===== config.mk =====
export PLATFORM = sky130hd
export DESIGN_NAME = ukd_unlock_top
export DESIGN_NICKNAME = d
export VERILOG_FILES = /design/src/rtl/ukd_pkg.sv /design/src/rtl/ukd_key_matcher.sv /design/src/rtl/ukd_mode_ctrl.sv /design/src/rtl/ukd_index_gate.sv /design/src/rtl/ukd_unlock_top.sv
export SDC_FILE = /design/constraint.sdc
export NUM_CORES = 1
export LEC_CHECK = 0
export BUFFER_PORTS_ARGS = -buffer_cell sky130_fd_sc_hd__clkbuf_2
export CAP_MARGIN = 0
export CELL_PAD_IN_SITES_DETAIL_PLACEMENT = 0
export CELL_PAD_IN_SITES_GLOBAL_PLACEMENT = 1
export CORE_MARGIN = 3
export CORE_UTILIZATION = 33
export CTS_CLUSTER_DIAMETER = 40
export DETAILED_ROUTE_END_ITERATION = 6
export GPL_ROUTABILITY_DRIVEN = 0
export PLACE_DENSITY = 0.77
export SYNTH_ARGS = -nofsm -noshare
export SYNTH_HDL_FRONTEND = slang
export SYNTH_HIERARCHICAL = 1
export SYNTH_SLANG_ARGS = --single-unit

===== constraint.sdc =====
create_clock -name clk -period 4.8 [get_ports clk]
set_input_delay 0.48 -clock clk [delete_from_list [all_inputs] [get_ports clk]]
set_output_delay 0.48 -clock clk [all_outputs]
set_load 0.02 [all_outputs]

===== src/rtl/ukd_pkg.sv =====
package ukd_pkg;

    localparam int BYTE_W      = 8;
    localparam int MAX_KEY_LEN = 4;
    localparam int PROG_W      = $clog2(MAX_KEY_LEN);

    typedef enum logic {
        KEY_QUAD = 1'b0,
        KEY_PAIR = 1'b1
    } key_style_e;

    localparam logic [BYTE_W-1:0] LEAD_BYTE  = 8'h87;
    localparam logic [BYTE_W-1:0] QUAD_B1    = 8'h01;
    localparam logic [BYTE_W-1:0] QUAD_B2    = 8'h55;
    localparam logic [BYTE_W-1:0] TAIL_PRI   = 8'h55;
    localparam logic [BYTE_W-1:0] TAIL_ALT   = 8'hAA;
    localparam logic [BYTE_W-1:0] PAIR_CLOSE = 8'hAA;

    typedef struct packed {
        logic              valid;
        logic [BYTE_W-1:0] data;
    } idx_wr_t;

    // Expected key byte at a given position for a style and strap.
    function automatic logic [BYTE_W-1:0] key_at(key_style_e style,
                                                 logic alt,
                                                 logic [PROG_W-1:0] pos);
        logic [BYTE_W-1:0] b;
        if (style == KEY_PAIR) begin
            b = LEAD_BYTE;
        end else begin
            case (pos)
                2'd0:    b = LEAD_BYTE;
                2'd1:    b = QUAD_B1;
                2'd2:    b = QUAD_B2;
                default: b = alt ? TAIL_ALT : TAIL_PRI;
            endcase
        end
        return b;
    endfunction

    // Index of the final key byte for a style.
    function automatic logic [PROG_W-1:0] last_pos(key_style_e style);
        return (style == KEY_PAIR) ? PROG_W'(1) : PROG_W'(MAX_KEY_LEN - 1);
    endfunction

endpackage


===== src/rtl/ukd_key_matcher.sv =====
module ukd_key_matcher
    import ukd_pkg::*;
(
    input  logic       clk,
    input  logic       rst,
    input  logic       armed,
    input  idx_wr_t    wr,
    input  key_style_e style,
    input  logic       alt,
    output logic       hit
);

    logic [PROG_W-1:0]      prog;
    logic [MAX_KEY_LEN-1:0] pos_eq;
    logic                   at_last;
    logic                   restart_lead;

    // One comparator per key position.
    for (genvar p = 0; p < MAX_KEY_LEN; p++) begin : g_cmp
        assign pos_eq[p] = (wr.data == key_at(style, alt, PROG_W'(p)));
    end

    assign at_last      = (prog == last_pos(style));
    assign restart_lead = (wr.data == LEAD_BYTE);
    assign hit          = armed & wr.valid & pos_eq[prog] & at_last;

    always_ff @(posedge clk) begin
        if (rst) begin
            prog <= '0;
        end else if (!armed) begin
            prog <= '0;
        end else if (wr.valid) begin
            if (pos_eq[prog]) begin
                prog <= at_last ? '0 : prog + PROG_W'(1);
            end else begin
                prog <= restart_lead ? PROG_W'(1) : '0;
            end
        end
    end

endmodule


===== src/rtl/ukd_mode_ctrl.sv =====
module ukd_mode_ctrl
    import ukd_pkg::*;
(
    input  logic       clk,
    input  logic       rst,
    input  logic       key_hit,
    input  idx_wr_t    wr,
    input  key_style_e style,
    input  logic       reg_exit,
    output logic       open
);

    logic pair_leave;
    logic quad_leave;

    assign pair_leave = (style == KEY_PAIR) & wr.valid & (wr.data == PAIR_CLOSE);
    assign quad_leave = (style == KEY_QUAD) & reg_exit;

    always_ff @(posedge clk) begin
        if (rst) begin
            open <= 1'b0;
        end else if (!open) begin
            open <= key_hit;
        end else if (pair_leave | quad_leave) begin
            open <= 1'b0;
        end
    end

endmodule


===== src/rtl/ukd_index_gate.sv =====
module ukd_index_gate
    import ukd_pkg::*;
(
    input  logic       open,
    input  idx_wr_t    wr,
    input  key_style_e style,
    output idx_wr_t    fwd
);

    logic is_close;

    assign is_close  = (style == KEY_PAIR) & (wr.data == PAIR_CLOSE);
    assign fwd.valid = open & wr.valid & ~is_close;
    assign fwd.data  = fwd.valid ? wr.data : '0;

endmodule


===== src/rtl/ukd_unlock_top.sv =====
module ukd_unlock_top
    import ukd_pkg::*;
(
    input  logic              clk,
    input  logic              rst,
    input  logic              idx_wr,
    input  logic [BYTE_W-1:0] idx_data,
    input  logic              port_alt,
    input  logic              key_pair,
    input  logic              reg_exit,
    output logic              cfg_open,
    output logic              fwd_wr,
    output logic [BYTE_W-1:0] fwd_data
);

    idx_wr_t    wr_in;
    idx_wr_t    wr_out;
    key_style_e style;
    logic       key_hit;
    logic       open_q;

    assign wr_in.valid = idx_wr;
    assign wr_in.data  = idx_data;
    assign style       = key_style_e'(key_pair);

    ukd_key_matcher u_match (
        .clk   (clk),
        .rst   (rst),
        .armed (~open_q),
        .wr    (wr_in),
        .style (style),
        .alt   (port_alt),
        .hit   (key_hit)
    );

    ukd_mode_ctrl u_mode (
        .clk      (clk),
        .rst      (rst),
        .key_hit  (key_hit),
        .wr       (wr_in),
        .style    (style),
        .reg_exit (reg_exit),
        .open     (open_q)
    );

    ukd_index_gate u_gate (
        .open  (open_q),
        .wr    (wr_in),
        .style (style),
        .fwd   (wr_out)
    );

    assign cfg_open = open_q;
    assign fwd_wr   = wr_out.valid;
    assign fwd_data = wr_out.data;

endmodule


==> summary.md <==
| Metric | Value |
|---|---|
| Status | finished, final reports clean |
| Synth Warn # | 6 |
| Fin. Hold Viols | 0 |
| Initial Util | 37.6% |
| Die footprint | 0.00209 mm² |
| R2R depth | 7 |
| Startpoint types | input pin |
| Post-synthesis sequential area ratio | 11.5% |
| Initial antenna violation count | 0 |
| Clk_skew | 0.000380 ns |
| Slew Limit Fails | 0 |
| CTS tree | built |
| Die X | 45.7 µm |
| Worst IR Drop VDD | 0.0908 mV |
| First-pass GRT wire length | ~2300 µm |
| Postcts setup bufs | 0 |
| FF+latch area | 60.1 µm² |
| Post-synth EDFFs | 0 |
| Final nets | 105 |
| Worst Max-Slew Pin Slew | about 0.4 ns |
| N_diodes | 0 |
| Final setup fails | 0 |
| Overflow after GRT | 0 |
| Period minus WS final | 2.19 ns |
| Final Cell Area | about 660 µm² |
| Max Buffers Root-to-Sink | 2 |
| Final WL | 1440 µm |
| Worst Hold Path Cells | 2 |
| Multi-input gate area | 437 µm² |
| Share of post-route cells with drive strength above 1 | between 30 and 40% |
| Post-CTS Hold Fix Bufs | 0 |
| DR vias | 640 |
| Core Area | 0.00138 mm² |
| Via/cell ratio | 6.10 |
| Ports | 24 |
| Detailed-route DRC error count | 0 |
| FF+latch count, synth | 3 |
| R2r setup slk | between 2 and 3 ns |
| Static leakage | 0.266 nW |
| FILL cells | 142 |
| Rows | 13 |
| Routed len/inst | 13.7 µm |
| Post-CTS sizing | 0 |
| TritonRoute pass-1 iters | 6 |
| Area Overhead vs Synth | 27.6% |
| RSZ-0062 raised after global routing | no |
| Tot GR Track Use | 14.5% |
| Max cap viols | 0 |
| Post-DRT Antenna Nets | 0 |
| Die span in y | roughly 46 µm |
| Syn_area_per_cell | between 8 and 9 µm² |
| Worst EP required | 4.94 ns |
| Largest net degree at the start of global routing | 18 |
| CP Capture Type | register |
| WP data arrival | 2.34 ns |
| Clock sinks | 3 |
| DP HPWL | ~1100 µm |
| Port Buffer Count | 23 |
| Fin Setup TNS | 0 ns |
| CTS clk-pin slew, worst paths | about 0.03 ns |
| Dpl cell area | between 600 and 700 µm² |
| Synthesized cell area | 520 µm² |
| Clk root buf | clkbuf_4 |
| Post-synthesis net count | between 70 and 80 |
| Slew headroom | approximately three quarters |
| Max Fclk | about 460 MHz |
| Final period util | a little under half |
| Vias in the first global route | 558 |
| Worst-Skew Late Latency | 0.23 ns |
| Hold Path Class | in2reg |
| Worst Path Max Fanout | 9 |
| Critical path class | in2reg |
| CTS Buf Count | 3 |
| Ys flop type | dfxtp_1 |
| Cells after Synth | 65 |
| Post-synth ARST share | 0% |
| Netlist cell types | 39 |
| PwrDens | 136 mW/mm² |
| Drt initial violations | 36 |
| H-tree levels | 1 |
-- cells in the final DEF, fill, tap and decap left out, types with 2 or more instances in the layout --
master,count
a21boi_0,2
a21oi_1,3
a31oi_1,5
and3_1,4
and4b_1,2
clkbuf_2,23
clkbuf_4,3
dfxtp_1,3
nand2_1,3
nand3_1,7
nand4bb_1,2
nor2b_1,2
nor3b_1,2
o21a_1,2
o21ai_0,2
-- final cells by class --
class                           count  area share, %
Multi-Input combinational cell     58           65.7
Clock buffer                        4           3.95
Inverter                            2           1.13
Tap cell                           15           2.82
Timing Repair Buffer               23           17.3
Sequential cell                     3           9.04
-- cell usage after synthesis, types with 2 or more instances --
cell / n / share of area, %
dfxtp_1: 3 / 12
and4b_1: 2 / 3.8
o21ai_0: 2 / 1.9
a21boi_0: 2 / 2.9
nor2b_1: 2 / 2.4
nand2_1: 3 / 2.2
and3_1: 4 / 4.8
nand3_1: 7 / 6.7
a21oi_1: 3 / 2.9
o21a_1: 2 / 2.9
nand4bb_1: 2 / 4.3
nor3b_1: 2 / 2.9
a31oi_1: 5 / 6.0
-- routing by layer --
layer,track usage [%],vias up,part of all wire (%)
met5,0,-,0
met4,5.11,0,0
met3,1.19,0,5.8
met2,22.3,24,47
met1,21.0,298,47
li1,-,318,-
-- worst paths after layout --
| kind | startpoint | end |
|---|---|---|
| worst min register to register | u_match/prog[1]$_SDFFE_PP0P_ | u_match/prog[0]$_SDFFE_PP0P_ |
| worst min-delay path | rst | u_mode/open$_SDFF_PP0_ |
| worst max register to register | u_match/prog[0]$_SDFFE_PP0P_ | u_mode/open$_SDFF_PP0_ |
| worst max-delay path | idx_data[3] | u_mode/open$_SDFF_PP0_ |
-- critical path, cell delays in order --
cell	delay, ns
clkbuf_2	0.15
nand4bb_1	0.28
mux2i_1	0.21
o211ai_1	0.13
or3b_1	0.37
a21oi_1	0.24
inv_2	0.04
o2111a_1	0.25
a211oi_2	0.18
-- flip-flops by register name (all words and copies together) (netlist names) --
| signal | cells |
|---|---|
| u_mode/open | 1 |
| u_match/prog | 2 |
-- power by group --
part / internal [mW] / switching (mW) / total, mW / leakage, nW
registers: 0.0251 / 0.0000245 / 0.0251 / 0.0241
clock network: 0.0310 / 0.0114 / 0.0424 / 0.0150
logic: 0.00881 / 0.0138 / 0.0226 / 0.226
total: 0.0650 / 0.0252 / 0.0901 / 0.266
-- stage by stage --
stage	total power, mW	std cells	setup slack, ns	hold WS (ns)	util, %
2_1_floorplan	0.0344	65	2.74	0.553	-
3_3_place_gp	0.0476	101	2.45	0.674	46.2
3_5_place_dp	0.0477	101	2.43	0.681	46.2
4_1_cts	0.0921	105	2.65	0.438	48.1
5_1_grt	0.0954	105	2.47	0.448	48.1
6_report	0.0901	105	2.61	0.444	48.1
-- logic make-up (layout without fill, tap and decap cells) --
group | Yosys count | count (layout) | share of synthesized area, %
and+or+nand+nor | 37 | 37 | 54.6
DFF | 3 | 3 | 11.5
muxes | 1 | 1 | 1.92
AOI/OAI and AO/OA | 20 | 20 | 27.4
buffers and inverters | 4 | 29 | 4.56
Note: power is estimated with default switching activity, not from simulation.
